<file path="src/rtl/ctrl_port_pkg.sv">
// Package: constants and types shared by the dual-mode control port.
package ctrl_port_pkg;
    localparam int          PTR_W         = 7;          // register address bits in the pointer byte
    localparam logic [5:0]  DEV_ID_HI     = 6'b001100;  // fixed upper device-address bits
    localparam logic [7:0]  SPI_CHIP_BYTE = 8'h30;      // required first byte of an SPI frame

    typedef enum logic [2:0] {
        I2C_IDLE,
        I2C_RX,
        I2C_RXACK,
        I2C_TX,
        I2C_TXACK
    } i2c_state_t;

    typedef enum logic [1:0] {
        BK_ADDR,
        BK_MAP,
        BK_DATA
    } byte_kind_t;
endpackage

</file>
<file path="src/rtl/pin_sync.sv">
// pin_sync: multi-stage synchronizer with edge detection for asynchronous pins.
// Assumes inputs change slowly relative to clk. Edges are reported only after
// the chain has filled following reset, so reset values never look like edges.
module pin_sync #(
    parameter int WIDTH  = 5,
    parameter int STAGES = 2
) (
    input  logic             clk,
    input  logic             rst_n,
    input  logic [WIDTH-1:0] din,
    output logic [WIDTH-1:0] lvl,
    output logic [WIDTH-1:0] rise,
    output logic [WIDTH-1:0] fall,
    output logic             primed
);
    localparam int FILL_MAX = STAGES + 1;
    localparam int FILL_W   = $clog2(FILL_MAX + 1);

    logic [WIDTH-1:0] stage_q [STAGES];
    logic [WIDTH-1:0] prev_q;
    logic [FILL_W-1:0] fill_q;

    // First stage captures the raw pins.
    always_ff @(posedge clk) begin
        if (!rst_n) stage_q[0] <= '0;
        else        stage_q[0] <= din;
    end

    genvar gi;
    generate
        for (gi = 1; gi < STAGES; gi++) begin : g_stage
            // Further stages shift the sampled value toward the output.
            always_ff @(posedge clk) begin
                if (!rst_n) stage_q[gi] <= '0;
                else        stage_q[gi] <= stage_q[gi-1];
            end
        end
    endgenerate

    // Remember the previous level and count fill cycles after reset.
    always_ff @(posedge clk) begin
        if (!rst_n) begin
            prev_q <= '0;
            fill_q <= '0;
        end else begin
            prev_q <= stage_q[STAGES-1];
            if (fill_q != FILL_W'(FILL_MAX)) fill_q <= fill_q + 1'b1;
        end
    end

    assign primed = (fill_q == FILL_W'(FILL_MAX));
    assign lvl    = stage_q[STAGES-1];
    assign rise   = primed ? (lvl & ~prev_q) : '0;
    assign fall   = primed ? (~lvl & prev_q) : '0;
endmodule

</file>
<file path="src/rtl/map_ptr.sv">
// map_ptr: memory address pointer with auto-increment flag.
// A load takes bit 7 as the increment flag and bits 6:0 as the address.
// An advance moves the address up by one only when the flag is set, and it
// stops at the top code so it never wraps back onto real registers.
module map_ptr
    import ctrl_port_pkg::*;
(
    input  logic             clk,
    input  logic             rst_n,
    input  logic             map_ld,
    input  logic [7:0]       map_val,
    input  logic             adv,
    output logic [PTR_W-1:0] ptr,
    output logic             incr
);
    // Load or advance the pointer.
    always_ff @(posedge clk) begin
        if (!rst_n) begin
            ptr  <= '0;
            incr <= 1'b0;
        end else if (map_ld) begin
            incr <= map_val[7];
            ptr  <= map_val[PTR_W-1:0];
        end else if (adv && incr && (ptr != '1)) begin
            ptr <= ptr + 1'b1;
        end
    end

    // with increment off and no new load, the pointer holds.
    a_r4_ptr_hold: assert property (@(posedge clk) disable iff (!rst_n)
        (!map_ld && !incr) |=> $stable(ptr));
endmodule

</file>
<file path="src/rtl/i2c_engine.sv">
// i2c_engine: I2C slave byte engine working on synchronized SCL/SDA levels and edges.
// Receives the address, pointer and data bytes, drives ACKs and read data on
// SDA through an open-drain enable, and pulses map_ld / wr / rd_adv for the
// pointer unit. It assumes the bus is slow compared with clk and that no
// clock stretching is needed. When en is low it idles and releases SDA.
module i2c_engine
    import ctrl_port_pkg::*;
(
    input  logic       clk,
    input  logic       rst_n,
    input  logic       en,
    input  logic       scl_lvl,
    input  logic       scl_rise,
    input  logic       scl_fall,
    input  logic       sda_lvl,
    input  logic       sda_rise,
    input  logic       sda_fall,
    input  logic [6:0] dev_addr,
    input  logic [7:0] rd_data,
    output logic       sda_oe,
    output logic       map_ld,
    output logic       wr,
    output logic       rd_adv,
    output logic [7:0] byte_o
);
    i2c_state_t st_q;
    byte_kind_t kind_q;
    logic [7:0] sh_q;
    logic [3:0] cnt_q;
    logic       rw_q;
    logic       nack_q;

    logic start_c, stop_c;
    assign start_c = scl_lvl && sda_fall;
    assign stop_c  = scl_lvl && sda_rise;
    assign byte_o  = sh_q;

    // Bus protocol state machine: shift bytes, answer ACKs, send read bytes.
    always_ff @(posedge clk) begin
        if (!rst_n) begin
            st_q   <= I2C_IDLE;
            kind_q <= BK_ADDR;
            sh_q   <= '0;
            cnt_q  <= '0;
            rw_q   <= 1'b0;
            nack_q <= 1'b0;
            sda_oe <= 1'b0;
            map_ld <= 1'b0;
            wr     <= 1'b0;
            rd_adv <= 1'b0;
        end else begin
            map_ld <= 1'b0;
            wr     <= 1'b0;
            rd_adv <= 1'b0;
            if (!en || stop_c) begin
                st_q   <= I2C_IDLE;
                sda_oe <= 1'b0;
            end else if (start_c) begin
                st_q   <= I2C_RX;
                kind_q <= BK_ADDR;
                cnt_q  <= '0;
                sda_oe <= 1'b0;
            end else begin
                case (st_q)
                    I2C_RX: begin
                        if (scl_rise && cnt_q != 4'd8) begin
                            sh_q  <= {sh_q[6:0], sda_lvl};
                            cnt_q <= cnt_q + 4'd1;
                        end else if (scl_fall && cnt_q == 4'd8) begin
                            cnt_q <= '0;
                            case (kind_q)
                                BK_ADDR: begin
                                    if (sh_q[7:1] == dev_addr) begin
                                        rw_q   <= sh_q[0];
                                        sda_oe <= 1'b1;
                                        st_q   <= I2C_RXACK;
                                    end else begin
                                        st_q <= I2C_IDLE;
                                    end
                                end
                                BK_MAP: begin
                                    map_ld <= 1'b1;
                                    sda_oe <= 1'b1;
                                    st_q   <= I2C_RXACK;
                                end
                                default: begin
                                    wr     <= 1'b1;
                                    sda_oe <= 1'b1;
                                    st_q   <= I2C_RXACK;
                                end
                            endcase
                        end
                    end
                    I2C_RXACK: begin
                        if (scl_fall) begin
                            if (kind_q == BK_ADDR && rw_q) begin
                                sh_q   <= rd_data;
                                sda_oe <= ~rd_data[7];
                                cnt_q  <= 4'd1;
                                rd_adv <= 1'b1;
                                st_q   <= I2C_TX;
                            end else begin
                                sda_oe <= 1'b0;
                                cnt_q  <= '0;
                                kind_q <= (kind_q == BK_ADDR) ? BK_MAP : BK_DATA;
                                st_q   <= I2C_RX;
                            end
                        end
                    end
                    I2C_TX: begin
                        if (scl_fall) begin
                            if (cnt_q == 4'd8) begin
                                sda_oe <= 1'b0;
                                st_q   <= I2C_TXACK;
                            end else begin
                                sda_oe <= ~sh_q[6];
                                sh_q   <= {sh_q[6:0], 1'b0};
                                cnt_q  <= cnt_q + 4'd1;
                            end
                        end
                    end
                    I2C_TXACK: begin
                        if (scl_rise) begin
                            nack_q <= sda_lvl;
                        end else if (scl_fall) begin
                            if (nack_q) begin
                                st_q <= I2C_IDLE;
                            end else begin
                                sh_q   <= rd_data;
                                sda_oe <= ~rd_data[7];
                                cnt_q  <= 4'd1;
                                rd_adv <= 1'b1;
                                st_q   <= I2C_TX;
                            end
                        end
                    end
                    default: ;
                endcase
            end
        end
    end

    // once disabled, the engine releases SDA by the next cycle.
    a_r10_release_when_off: assert property (@(posedge clk) disable iff (!rst_n)
        !en |=> !sda_oe);
endmodule

</file>
<file path="src/rtl/spi_engine.sv">
// spi_engine: write-only SPI frame decoder on synchronized pins.
// While chip select is low, it shifts bits on rising clock edges, MSB first.
// Byte 0 must be the chip byte, or the frame is ignored. Byte 1 loads the
// pointer, and each later byte pulses a write. Chip select high ends the frame.
module spi_engine
    import ctrl_port_pkg::*;
(
    input  logic       clk,
    input  logic       rst_n,
    input  logic       en,
    input  logic       cs_lvl,
    input  logic       cs_fall,
    input  logic       sclk_rise,
    input  logic       sdin_lvl,
    output logic       map_ld,
    output logic       wr,
    output logic [7:0] byte_o
);
    logic [7:0] sh_q;
    logic [2:0] cnt_q;
    logic [1:0] idx_q;
    logic       bad_q;
    logic [7:0] nxt_c;

    assign nxt_c  = {sh_q[6:0], sdin_lvl};
    assign byte_o = sh_q;

    // Frame decoder: count bits and classify each completed byte.
    always_ff @(posedge clk) begin
        if (!rst_n) begin
            sh_q   <= '0;
            cnt_q  <= '0;
            idx_q  <= '0;
            bad_q  <= 1'b0;
            map_ld <= 1'b0;
            wr     <= 1'b0;
        end else begin
            map_ld <= 1'b0;
            wr     <= 1'b0;
            if (cs_lvl || cs_fall) begin
                cnt_q <= '0;
                idx_q <= '0;
                bad_q <= 1'b0;
            end else if (en && sclk_rise && !bad_q) begin
                sh_q  <= nxt_c;
                cnt_q <= cnt_q + 3'd1;
                if (cnt_q == 3'd7) begin
                    case (idx_q)
                        2'd0: begin
                            if (nxt_c == SPI_CHIP_BYTE) idx_q <= 2'd1;
                            else                        bad_q <= 1'b1;
                        end
                        2'd1: begin
                            map_ld <= 1'b1;
                            idx_q  <= 2'd2;
                        end
                        default: wr <= 1'b1;
                    endcase
                end
            end
        end
    end
endmodule

</file>
<file path="src/rtl/dual_serial_regport.sv">
// dual_serial_regport: top of the dual-mode control port.
// Synchronizes all serial pins and latches the device-address bit after reset.
// It locks SPI mode on the first falling edge of the shared pin, steers the
// active engine's byte and strobes to the shared pointer, and gates register
// access to addresses below REG_COUNT. It assumes the register file answers
// reads for reg_addr_o without delay.
module dual_serial_regport
    import ctrl_port_pkg::*;
#(
    parameter int REG_COUNT   = 8,
    parameter int SYNC_STAGES = 2
) (
    input  logic             clk,
    input  logic             rst_n,
    input  logic             scl_i,
    input  logic             sda_i,
    output logic             sda_oe_o,
    input  logic             cclk_i,
    input  logic             cdin_i,
    input  logic             adsel_i,
    output logic             spi_mode_o,
    output logic [PTR_W-1:0] reg_addr_o,
    output logic [7:0]       reg_wdata_o,
    output logic             reg_we_o,
    input  logic [7:0]       reg_rdata_i
);
    localparam int                NPIN    = 5;
    localparam int                P_SCL   = 0;
    localparam int                P_SDA   = 1;
    localparam int                P_CCLK  = 2;
    localparam int                P_CDIN  = 3;
    localparam int                P_SEL   = 4;
    localparam logic [PTR_W-1:0]  LAST    = PTR_W'(REG_COUNT - 1);

    logic [NPIN-1:0] s_lvl, s_rise, s_fall;
    logic            s_primed, primed_d, ad0_q, spi_q;
    logic            i_map_ld, i_wr, i_rd_adv, s_map_ld, s_wr;
    logic [7:0]      i_byte, s_byte, cur_byte, rd_gated;
    logic            map_ld_c, wr_c, in_range;
    logic            sync_unused;

    pin_sync #(.WIDTH(NPIN), .STAGES(SYNC_STAGES)) u_sync (
        .clk(clk), .rst_n(rst_n),
        .din({adsel_i, cdin_i, cclk_i, sda_i, scl_i}),
        .lvl(s_lvl), .rise(s_rise), .fall(s_fall), .primed(s_primed)
    );

    assign sync_unused = ^{s_rise[P_CDIN], s_fall[P_CDIN], s_lvl[P_CCLK],
                           s_fall[P_CCLK], s_rise[P_SEL]};

    // Capture the address bit once, when the synchronizer first holds valid data.
    always_ff @(posedge clk) begin
        if (!rst_n) begin
            primed_d <= 1'b0;
            ad0_q    <= 1'b0;
        end else begin
            primed_d <= s_primed;
            if (s_primed && !primed_d) ad0_q <= s_lvl[P_SEL];
        end
    end

    // Lock SPI mode on the first falling edge of the shared pin.
    always_ff @(posedge clk) begin
        if (!rst_n)            spi_q <= 1'b0;
        else if (s_fall[P_SEL]) spi_q <= 1'b1;
    end

    i2c_engine u_i2c (
        .clk(clk), .rst_n(rst_n), .en(!spi_q),
        .scl_lvl(s_lvl[P_SCL]), .scl_rise(s_rise[P_SCL]), .scl_fall(s_fall[P_SCL]),
        .sda_lvl(s_lvl[P_SDA]), .sda_rise(s_rise[P_SDA]), .sda_fall(s_fall[P_SDA]),
        .dev_addr({DEV_ID_HI, ad0_q}), .rd_data(rd_gated),
        .sda_oe(sda_oe_o), .map_ld(i_map_ld), .wr(i_wr), .rd_adv(i_rd_adv),
        .byte_o(i_byte)
    );

    spi_engine u_spi (
        .clk(clk), .rst_n(rst_n), .en(spi_q),
        .cs_lvl(s_lvl[P_SEL]), .cs_fall(s_fall[P_SEL]),
        .sclk_rise(s_rise[P_CCLK]), .sdin_lvl(s_lvl[P_CDIN]),
        .map_ld(s_map_ld), .wr(s_wr), .byte_o(s_byte)
    );

    assign map_ld_c = spi_q ? s_map_ld : i_map_ld;
    assign wr_c     = spi_q ? s_wr     : i_wr;
    assign cur_byte = spi_q ? s_byte   : i_byte;

    map_ptr u_ptr (
        .clk(clk), .rst_n(rst_n),
        .map_ld(map_ld_c), .map_val(cur_byte),
        .adv(wr_c || (i_rd_adv && !spi_q)),
        .ptr(reg_addr_o), .incr()
    );

    // Range gate: registers above the last index neither take writes nor return data.
    always_comb begin
        in_range    = (reg_addr_o <= LAST);
        rd_gated    = in_range ? reg_rdata_i : 8'h00;
        reg_we_o    = wr_c && in_range;
        reg_wdata_o = cur_byte;
    end

    assign spi_mode_o = spi_q;

    // SPI mode never clears without reset.
    a_r8_spi_sticky: assert property (@(posedge clk) disable iff (!rst_n)
        spi_q |=> spi_q);
    // no write strobe reaches a register that does not exist.
    a_r7_we_in_range: assert property (@(posedge clk) disable iff (!rst_n)
        reg_we_o |-> (reg_addr_o <= LAST));
    // SDA stays released once SPI mode has settled.
    a_r10_no_sda_in_spi: assert property (@(posedge clk) disable iff (!rst_n)
        (spi_q && $past(spi_q)) |-> !sda_oe_o);
    // a pointer load and a write strobe never coincide.
    a_r9_ld_wr_excl: assert property (@(posedge clk) disable iff (!rst_n)
        !(map_ld_c && wr_c));
endmodule

</file>
<file path="config.mk">
export PLATFORM = sky130hd
export DESIGN_NAME = dual_serial_regport
export DESIGN_NICKNAME = d
export VERILOG_FILES = /design/src/rtl/ctrl_port_pkg.sv /design/src/rtl/pin_sync.sv /design/src/rtl/map_ptr.sv /design/src/rtl/i2c_engine.sv /design/src/rtl/spi_engine.sv /design/src/rtl/dual_serial_regport.sv
export SDC_FILE = /design/constraint.sdc
export NUM_CORES = 1
export LEC_CHECK = 0
export CORE_AREA = 2 2 112 114
export CTS_CLUSTER_DIAMETER = 120
export CTS_CLUSTER_SIZE = 16
export DETAILED_ROUTE_END_ITERATION = 10
export DIE_AREA = 0 0 114 116
export HOLD_SLACK_MARGIN = 0.08
export PLACE_DENSITY = 0.55
export SLEW_MARGIN = 0
export SYNTH_ARGS = -nofsm -noshare
export SYNTH_HDL_FRONTEND = slang
export SYNTH_HIERARCHICAL = 1
export SYNTH_SLANG_ARGS = --single-unit
</file>
<file path="constraint.sdc">
create_clock -name clk -period 4.4 [get_ports clk]
set_input_delay 0.66 -clock clk [delete_from_list [all_inputs] [get_ports clk]]
set_output_delay 0.66 -clock clk [all_outputs]
set_load 0.01 [all_outputs]
</file>
==> impl_metrics.py, run 1 <==
metrics = {
    "floorplan": {
        "core_area_sq_mm": 0.0119,
        "die_height_microns": 116,
        "pin_count": 33,
        "die-area_sq_mm": 0.0132,
        "die_width_microns": 114,
        "initial_core_util": 0.294,
        "rows": 40,
    },
    "sta": {
        "setup_violations": 0,
        "rsz0062_at_grt": "false",
        "relSlewSlack": 0.529,
        "tightest_slew_ns": 0.704,
        "setup_tns_ns": 0,
        "fmax_mhz": 380,
        "hold_slack_ns": 0.444,
        "finalWorstSetupSlack_ns": 1.77,
        "post-route-min-period_ns": 2.63,
        "period_share": 0.598,
        "slew_violations": 0,
        "hold_viol": 0,
        "fin_worst_skew_ns": 0.00627,
    },
    "grt": {
        "grt_util_all_layers": 0.124,
        "antenna_found_initial": 0,
        "grt_pass1_vias": 2604,
        "grt_max_degree": 46,
        "grt_pass1_wl_mm": 13.0,
        "gr-total-overflow": 0,
    },
    "route": {
        "drc": 0,
        "drt-pass1-iter-count": 5,
        "vias": 2809,
        "vias_per_cell": 4.92,
        "wire_per_inst_microns": 14.3,
        "ant_nets": 0,
        "routed_wl_mm": 8.17,
        "drt_iter0_drc": 138,
    },
    "clock_network": {
        "hold_buffers": 0,
        "cts_resized": 0,
        "clock_latency_ns": 0.32,
        "htree_levels": 3,
        "cts.sinks": 66,
        "cts_tree": "done",
        "cts_post_setup_buffers_inserted": 0,
        "cts-root-buf": "clkbuf_16",
        "cts_buffers": 9,
        "path_clk_slew_ns": 0.05,
        "cts_buffer_depth": 2,
    },
    "cells_and_area": {
        "fillCellCount": 1223,
        "nets": 443,
        "num_antenna_cells": 0,
        "syn2layout_area_growth_pct": 20.9,
        "fin_util": 0.355,
        "drive_gt1_frac": 0.151,
    },
    "power_and_ir_drop": {
        "switching_share": 0.200,
        "combPwrFrac": 0.043,
        "clockPowerShare": 0.527,
        "peakVddDrop_mv": 0.158,
        "power.internal_mw": 1.14,
        "p_seq_frac": 0.430,
        "total_power_mw": 1.43,
        "p_leak_nw": 1.49,
        "p_per_area_mw_per_mm2": 338,
        "power.net_switching_mw": 0.286,
    },
    "yosys": {
        "syn_avg_cell_area_sq_um": 9.02,
        "ys_warn_count": 6,
        "postSynthCellCount": 388,
        "synth_area_sq_mm": 0.00350,
    },
    "worst_setup_path": {
        "cp_slowest_stage_delay_ns": 0.54,
        "worstSetupPathType": "reg2out",
        "reg2reg_slack_ns": 2.02,
        "crit_path_start_kind": "flip-flop",
        "path_buf_inv": 1,
        "critPathRequiredTime_ns": 3.74,
        "cp.arrival_ns": 1.97,
        "path_cells": "nor4_4, a21boi_2, clkdlybuf4s50_1",
        "slowest_stage": "clkdlybuf4s50_1",
        "cpLargestDelayFamily": "buffers and inverters",
        "cp-end-kind": "output port",
        "crit_fanout": 9,
    },
    "placement": {
        "pre_cts_ws_ns": 2.06,
        "hpwlAfterDp_mm": 5.91,
        "gp_congestion": 0.865,
        "io_buffers": 32,
    },
    "flow_run": {
        "max-cap-violations": 0,
    },
    "min_path": {
        "hold_path_class": "reg2reg",
    },
    "status": {
        "status": "finished clean",
    },
}
metrics by stage:
step	cells	cell area [sq um]
final	571	4230
after global routing	571	4230
after CTS	571	4230
after detailed placement	557	3920
after global placement	557	3920
after floorplan	392	3510
routing by layer:
metal / global-route usage / vias to the layer above / wire (microns)
met1: 0.168 / 1298 / 3890
met4: 0.0366 / 0 / 52
met3: 0.0377 / 7 / 483
met2: 0.192 / 68 / 3750
met5: 0 / - / 0
li1: - / 1436 / -
layout make-up:
class                      count  area (sq um)  area share
inverter                      10          37.5     0.00888
multi-input combinational    300          2040       0.483
clock inverter                 3          65.1      0.0154
timing repair buffer          34           335      0.0793
tap                          147           184      0.0435
clock buffer                  11           243      0.0574
sequential                    66          1320       0.312
path summary, 6_finish.rpt:
kind / from / to / cells past startpoint
setup reg to reg: u_sync/fill_q[0] / u_i2c/byte_o[6] / 8
hold / removal: u_sync/stage_q[0][4] / u_sync/stage_q[1][4] / 1
hold reg to reg: u_sync/stage_q[0][4] / u_sync/stage_q[1][4] / 1
setup / recovery: u_ptr/ptr[5] / reg_we_o / 3
sequential cells by signal, indices dropped and copies added, names as in the netlist, 2 cells and up:
name / flops
u_spi/cnt_q: 3
u_sync/fill_q: 2
u_i2c/st_q: 3
u_i2c/cnt_q: 4
u_spi/idx_q: 2
u_ptr/ptr: 7
u_i2c/kind_q: 2
u_sync/stage_q: 10
u_spi/byte_o: 8
u_sync/prev_q: 4
u_i2c/byte_o: 8
power by group through the flow:
stage / Combinational, mW / Sequential [mW] / Clock, mW
after floorplan: 0.0389 / 0.626 / 0
after global placement: 0.0599 / 0.628 / 0
after detailed placement: 0.0615 / 0.628 / 0
after CTS: 0.0618 / 0.615 / 0.770
after global routing: 0.0670 / 0.616 / 0.798
final: 0.0609 / 0.615 / 0.754
cells in the final DEF (no fill, tap or decap), drive strengths merged, types with 9 or more instances in the layout:
cell type and count:
a21boi 11, nand3 18, nor2 22, a21oi 31, xor2 10, and2 28
dfxtp 66, clkbuf 11, nand2 40, clkdlybuf4s50 32, o21ai 15, mux2 9
mux2i 15, inv 10
Power figures use the tool's default switching activity.
==> inputs of run 2 (changes only) <==
clock period = 2.5 ns   (was 4.4 ns; I/O delays follow)
==> run 2 against run 1 <==
Cell area is 0.83% higher. Worst hold slack better by 0.00051 ns. Non-clock buffer count is 7 higher. Utilization is 0.29 points higher. Total power is 69% higher. Die area stayed put. Cell count is 1.6% higher. Sequential cell count stayed put. Combinational power is 81% higher. Count of clock-buffer cells in the layout stayed put. Global-route usage is 0.49 points higher. Register-to-register slack worse by 1.8 ns.
==> impl_metrics.py, run 2 (synthesis gave the netlist of run 1 again) <==
metrics = {
    "status": {
        "status": "finished clean",
    },
    "grt": {
        "grt_pass1_wl_mm": 13.6,
        "gr-total-overflow": 0,
        "grt_max_degree": 34,
        "antenna_found_initial": 1,
        "grt_util_all_layers": 0.129,
        "grt_pass1_vias": 2717,
    },
    "power_and_ir_drop": {
        "p_leak_nw": 1.51,
        "p_seq_frac": 0.448,
        "power.internal_mw": 1.90,
        "p_per_area_mw_per_mm2": 567,
        "peakVddDrop_mv": 0.368,
        "switching_share": 0.215,
        "clockPowerShare": 0.507,
        "power.net_switching_mw": 0.521,
        "combPwrFrac": 0.045,
    },
    "clock_network": {
        "cts_buffer_depth": 2,
        "path_clk_slew_ns": 0.06,
        "cts_tree": "done",
        "clock_latency_ns": 0.32,
        "cts-root-buf": "clkbuf_16",
        "cts_buffers": 9,
        "htree_levels": 3,
        "cts_post_setup_buffers_inserted": 0,
        "cts.sinks": 66,
    },
    "cells_and_area": {
        "final_area_sq_mm": 0.00426,
        "syn2layout_area_growth_pct": 21.9,
        "largest_register": "u_sync/stage_q",
        "layout_common_cells": "dfxtp_1, nand2_1, clkdlybuf4s50_1, a21oi_1",
        "drive_gt1_frac": 0.171,
        "multi_input_area_sq_mm": 0.00204,
        "final_common_cell": "dfxtp_1",
        "fillCellCount": 1219,
        "final-seq-area_sq_mm": 0.00132,
        "num_antenna_cells": 0,
        "nets": 450,
        "largest_register_ffs": 10,
    },
    "worst_setup_path": {
        "slowest_stage": "dfxtp_1",
        "crit_path_start_kind": "flip-flop",
        "worstReg2RegEnd": "u_i2c/cnt_q[3]",
        "crit_fanout": 8,
        "critPathRequiredTime_ns": 2.75,
        "r2r_cells": 8,
        "cp-end-kind": "flip-flop",
        "path_buf_inv": 0,
        "reg2reg_slack_ns": 0.26,
        "worstSetupPathType": "reg2reg",
        "cp.arrival_ns": 2.49,
        "r2r_start": "u_sync/fill_q[0]",
        "cpLargestDelayFamily": "compound AO/OA/AOI/OAI gates",
        "path_cells": "ha_1, nand2_1, nor2_1, nor2b_1, o32a_1, o21ai_0, o31ai_1, a21boi_1",
        "cp_slowest_stage_delay_ns": 0.37,
    },
    "sta": {
        "post-route-min-period_ns": 2.24,
        "tightest_slew_ns": 0.535,
        "period_share": 0.895,
        "rsz0062_at_grt": "false",
        "slew_violations": 0,
        "relSlewSlack": 0.640,
        "fmax_mhz": 447,
        "setup_violations": 0,
        "setup_tns_ns": 0,
        "fin_worst_skew_ns": 0.00625,
        "hold_viol": 0,
    },
    "flow_run": {
        "max-cap-violations": 0,
    },
    "floorplan": {
        "die-area_sq_mm": 0.0132,
        "die_width_microns": 114,
        "die_height_microns": 116,
        "pin_count": 33,
        "core_area_sq_mm": 0.0119,
        "rows": 40,
        "initial_core_util": 0.294,
    },
    "placement": {
        "io_buffers": 32,
        "gp_congestion": 0.869,
        "hpwlAfterDp_mm": 6.07,
        "place_area_sq_mm": 0.00397,
    },
    "min_path": {
        "hold_end": "u_sync/stage_q[1][4]",
        "hold_path_class": "reg2reg",
        "hp-start": "u_sync/stage_q[0][4]",
        "hold_depth": 1,
    },
    "route": {
        "routed_wl_mm": 8.22,
        "wire_per_inst_microns": 14.2,
        "drc": 0,
        "ant_nets": 0,
        "drt-pass1-iter-count": 4,
        "drt_iter0_drc": 144,
        "vias": 2876,
        "vias_per_cell": 4.96,
    },
}
-- run 2: cell count changes in the layout (fill, tap and decap cells not counted), sizes merged --
cell | before | now
buf | 2 | 9
clkinv | 1 | 2
bufinv | 2 | 1
clkinvlp | 0 | 2
-- run 2: per-stage QoR --
stage / setup slack [ns] / power [mW] / cells / util / hold WS, ns
floorplan: 0.406 / 1.17 / 392 / - / 0.426
global placement: 0.329 / 1.21 / 564 / 0.334 / 0.428
detailed placement: 0.244 / 1.22 / 564 / 0.334 / 0.431
CTS: 0.126 / 2.45 / 580 / 0.358 / 0.444
global route: 0.0238 / 2.51 / 580 / 0.358 / 0.454
finish: 0.263 / 2.42 / 580 / 0.358 / 0.444
-- run 2: worst max-delay path by stage --
stage / slack (ns) / endpoint / start / depth (start not counted)
2_1_floorplan: 0.41 / u_i2c/byte_o[0] / u_sync/fill_q[0] / 10
3_3_place_gp: 0.33 / u_i2c/byte_o[6] / u_sync/fill_q[0] / 8
3_5_place_dp: 0.24 / u_i2c/byte_o[4] / u_sync/fill_q[0] / 8
4_1_cts: 0.13 / reg_wdata_o[1] / spi_mode_o / 2
5_1_grt: 0.02 / u_i2c/cnt_q[3] / u_sync/fill_q[0] / 8
6_report: 0.26 / u_i2c/cnt_q[3] / u_sync/fill_q[0] / 8
-- run 2: cell type report --
type,instances,share of cell area
Tap cell,147,0.0431
Clock buffer,11,0.0546
Inverter,10,0.00880
Timing Repair Buffer,41,0.0910
Clock inverter,5,0.0129
Sequential cell,66,0.310
Multi-Input combinational cell,300,0.479
-- run 2: what timing repair did --
item,CTS,global route
gates resized for setup,0,2
setup endpoints to repair,0,10
hold buffers,0,0
hold endpoints to repair,0,0
-- run 2: power by group through the flow --
stage	registers (mW)	logic (mW)	clock network, mW
after floorplan	1.10	0.0685	0
after global placement	1.10	0.108	0
after detailed placement	1.11	0.111	0
after CTS	1.08	0.112	1.25
after global routing	1.09	0.123	1.30
final	1.08	0.110	1.23
-- run 2: worst register-to-register path, stage by stage (launching register included) --
cell	delay, ns
dfxtp_1	0.37
ha_1	0.29
nand2_1	0.08
nor2_1	0.20
nor2b_1	0.29
o32a_1	0.24
o21ai_0	0.17
o31ai_1	0.33
a21boi_1	0.21
-- run 2: per-layer routing --
layer / global-route usage / part of all wire / wire [microns] / vias up
li1: - / - / - / 1458
met1: 0.173 / 0.50 / 4080 / 1353
met2: 0.202 / 0.46 / 3780 / 56
met3: 0.0288 / 0.031 / 258 / 9
met4: 0.0528 / 0.012 / 102 / 0
met5: 0 / 0 / 0 / -
==> inputs of run 3 (changes only) <==
clock period = 2.1 ns   (was 2.5 ns; I/O delays follow)
==> run 3 against run 2 <==
Clock skew grew 0.0016 ns. Critical endpoint is now reg_we_o. Non-clock buffer count increased by 20. Via count increased by 2.2%. Worst hold slack hardly changed. Global-route usage grew 0.94 points. Count of clock-buffer cells in the layout rose by 1.
==> impl_metrics.py, run 3 (synthesis gave the netlist of run 1 again) <==
metrics = {
    "route": {
        "drt_iter0_drc": 142,
        "wire_per_inst_microns": 14.6,
        "ant_nets": 0,
        "drc": 0,
        "vias_per_cell": 4.90,
        "routed_wl_mm": 8.78,
        "vias": 2940,
        "drt-pass1-iter-count": 4,
    },
    "grt": {
        "grt_pass1_vias": 2901,
        "grt_max_degree": 24,
        "grt_util_all_layers": 0.138,
        "gr-total-overflow": 0,
        "grt_pass1_wl_mm": 14.4,
        "antenna_found_initial": 0,
    },
    "power_and_ir_drop": {
        "p_seq_frac": 0.435,
        "combPwrFrac": 0.048,
        "peakVddDrop_mv": 0.410,
        "power.internal_mw": 2.33,
        "p_leak_nw": 1.61,
        "p_per_area_mw_per_mm2": 665,
        "power.net_switching_mw": 0.630,
        "switching_share": 0.212,
        "clockPowerShare": 0.517,
    },
    "clock_network": {
        "hold_buffers": 0,
        "clock_latency_ns": 0.33,
        "cts.sinks": 66,
        "cts-root-buf": "clkbuf_16",
        "path_clk_slew_ns": 0.05,
        "cts_tree": "done",
        "htree_levels": 3,
        "cts_buffer_depth": 2,
        "cts_buffers": 9,
    },
    "worst_setup_path": {
        "worstSetupPathType": "reg2out",
        "cp.arrival_ns": 1.71,
        "r2r_cells": 6,
        "critPathRequiredTime_ns": 1.78,
        "crit_path_start_kind": "flip-flop",
        "cp-end-kind": "output port",
        "crit_fanout": 5,
    },
    "cells_and_area": {
        "fillCellCount": 1229,
        "final_common_cell": "dfxtp_1",
        "largest_register_ffs": 10,
        "syn2layout_area_growth_pct": 27.5,
        "layout_common_cells": "dfxtp_1, nand2_1, clkdlybuf4s50_1, a21oi_1, buf_4",
        "nets": 470,
        "fin_cells": 600,
        "final-seq-area_sq_mm": 0.00132,
        "largest_register": "u_sync/stage_q",
        "fin_util": 0.374,
        "drive_gt1_frac": 0.216,
        "multi_input_area_sq_mm": 0.00206,
        "final_area_sq_mm": 0.00446,
        "num_antenna_cells": 0,
    },
    "status": {
        "status": "finished clean",
    },
    "min_path": {
        "hold_depth": 1,
        "hold_path_class": "reg2reg",
    },
    "sta": {
        "hold_viol": 0,
        "fmax_mhz": 494,
        "rsz0062_at_grt": "false",
        "setup_tns_ns": 0,
        "tightest_slew_ns": 0.594,
        "relSlewSlack": 0.603,
        "fin_worst_skew_ns": 0.00787,
        "period_share": 0.965,
        "slew_violations": 0,
        "setup_violations": 0,
        "post-route-min-period_ns": 2.03,
    },
    "floorplan": {
        "die_height_microns": 116,
        "pin_count": 33,
        "core_area_sq_mm": 0.0119,
        "rows": 40,
        "die_width_microns": 114,
        "die-area_sq_mm": 0.0132,
        "initial_core_util": 0.294,
    },
    "placement": {
        "gp_congestion": 0.881,
        "hpwlAfterDp_mm": 6.57,
        "place_area_sq_mm": 0.00413,
        "io_buffers": 32,
        "dp_cells": 583,
    },
    "flow_run": {
        "max-cap-violations": 0,
    },
}
==> run 3: cell count changes in the layout (fill, tap and decap cells not counted), moves of 2 or more <==
cell,previous run,this run
buf_4,9,28
clkbuf_8,0,2
o21ai_0,15,13
o21ai_1,0,2
==> run 3: metal layers <==
metal,vias to the layer above,track usage,wire length [microns]
met5,-,0,0
li1,1494,-,-
met4,0,0.0537,138
met3,11,0.0298,340
met2,54,0.223,4090
met1,1381,0.182,4210
==> run 3: layout make-up <==
| cell class | instances | area share |
|---|---|---|
| Inverter | 10 | 0.00842 |
| Timing Repair Buffer | 61 | 0.123 |
| Multi-Input combinational cell | 300 | 0.462 |
| Clock buffer | 12 | 0.0575 |
| Sequential cell | 66 | 0.297 |
| Tap cell | 147 | 0.0412 |
| Clock inverter | 4 | 0.0112 |
==> run 3: worst paths after layout <==
check                  startpoint                   end  slack [ns]
max                  u_ptr/ptr[3]              reg_we_o        0.07
min          u_sync/stage_q[0][1]  u_sync/stage_q[1][1]        0.44
max reg2reg         u_i2c/st_q[2]       u_i2c/byte_o[0]        0.09
min reg2reg  u_sync/stage_q[0][1]  u_sync/stage_q[1][1]        0.44
==> run 3: worst max-delay path, stage by stage, from the launching register on <==
cell             delay, ns
dfxtp_1               0.38
nor4_4                0.28
a21boi_2              0.19
clkdlybuf4s50_1       0.54
==> run 3: what timing repair did <==
item	in CTS	in global routing
buffers inserted	0	1
pin swaps	0	1
cloned	0	0
setup endpoints to repair	9	15
resized for setup	1	8
==> run 3: through the flow <==
| stage | hold WS (ns) | worst slack, ns | power [mW] |
|---|---|---|---|
| global placement | 0.432 | 0.172 | 1.46 |
| floorplan | 0.426 | 0.00570 | 1.39 |
| finish | 0.444 | 0.0743 | 2.96 |
| detailed placement | 0.435 | 0.122 | 1.46 |
| global route | 0.455 | 0.00152 | 3.07 |
| CTS | 0.448 | 0.00190 | 3.00 |
==> run 3: power groups by stage <==
stage	combinational (mW)	sequential [mW]	clock, mW
final	0.142	1.29	1.53
after global routing	0.160	1.29	1.62
after detailed placement	0.143	1.32	0
after floorplan	0.0816	1.31	0
after CTS	0.144	1.29	1.57
after global placement	0.140	1.32	0
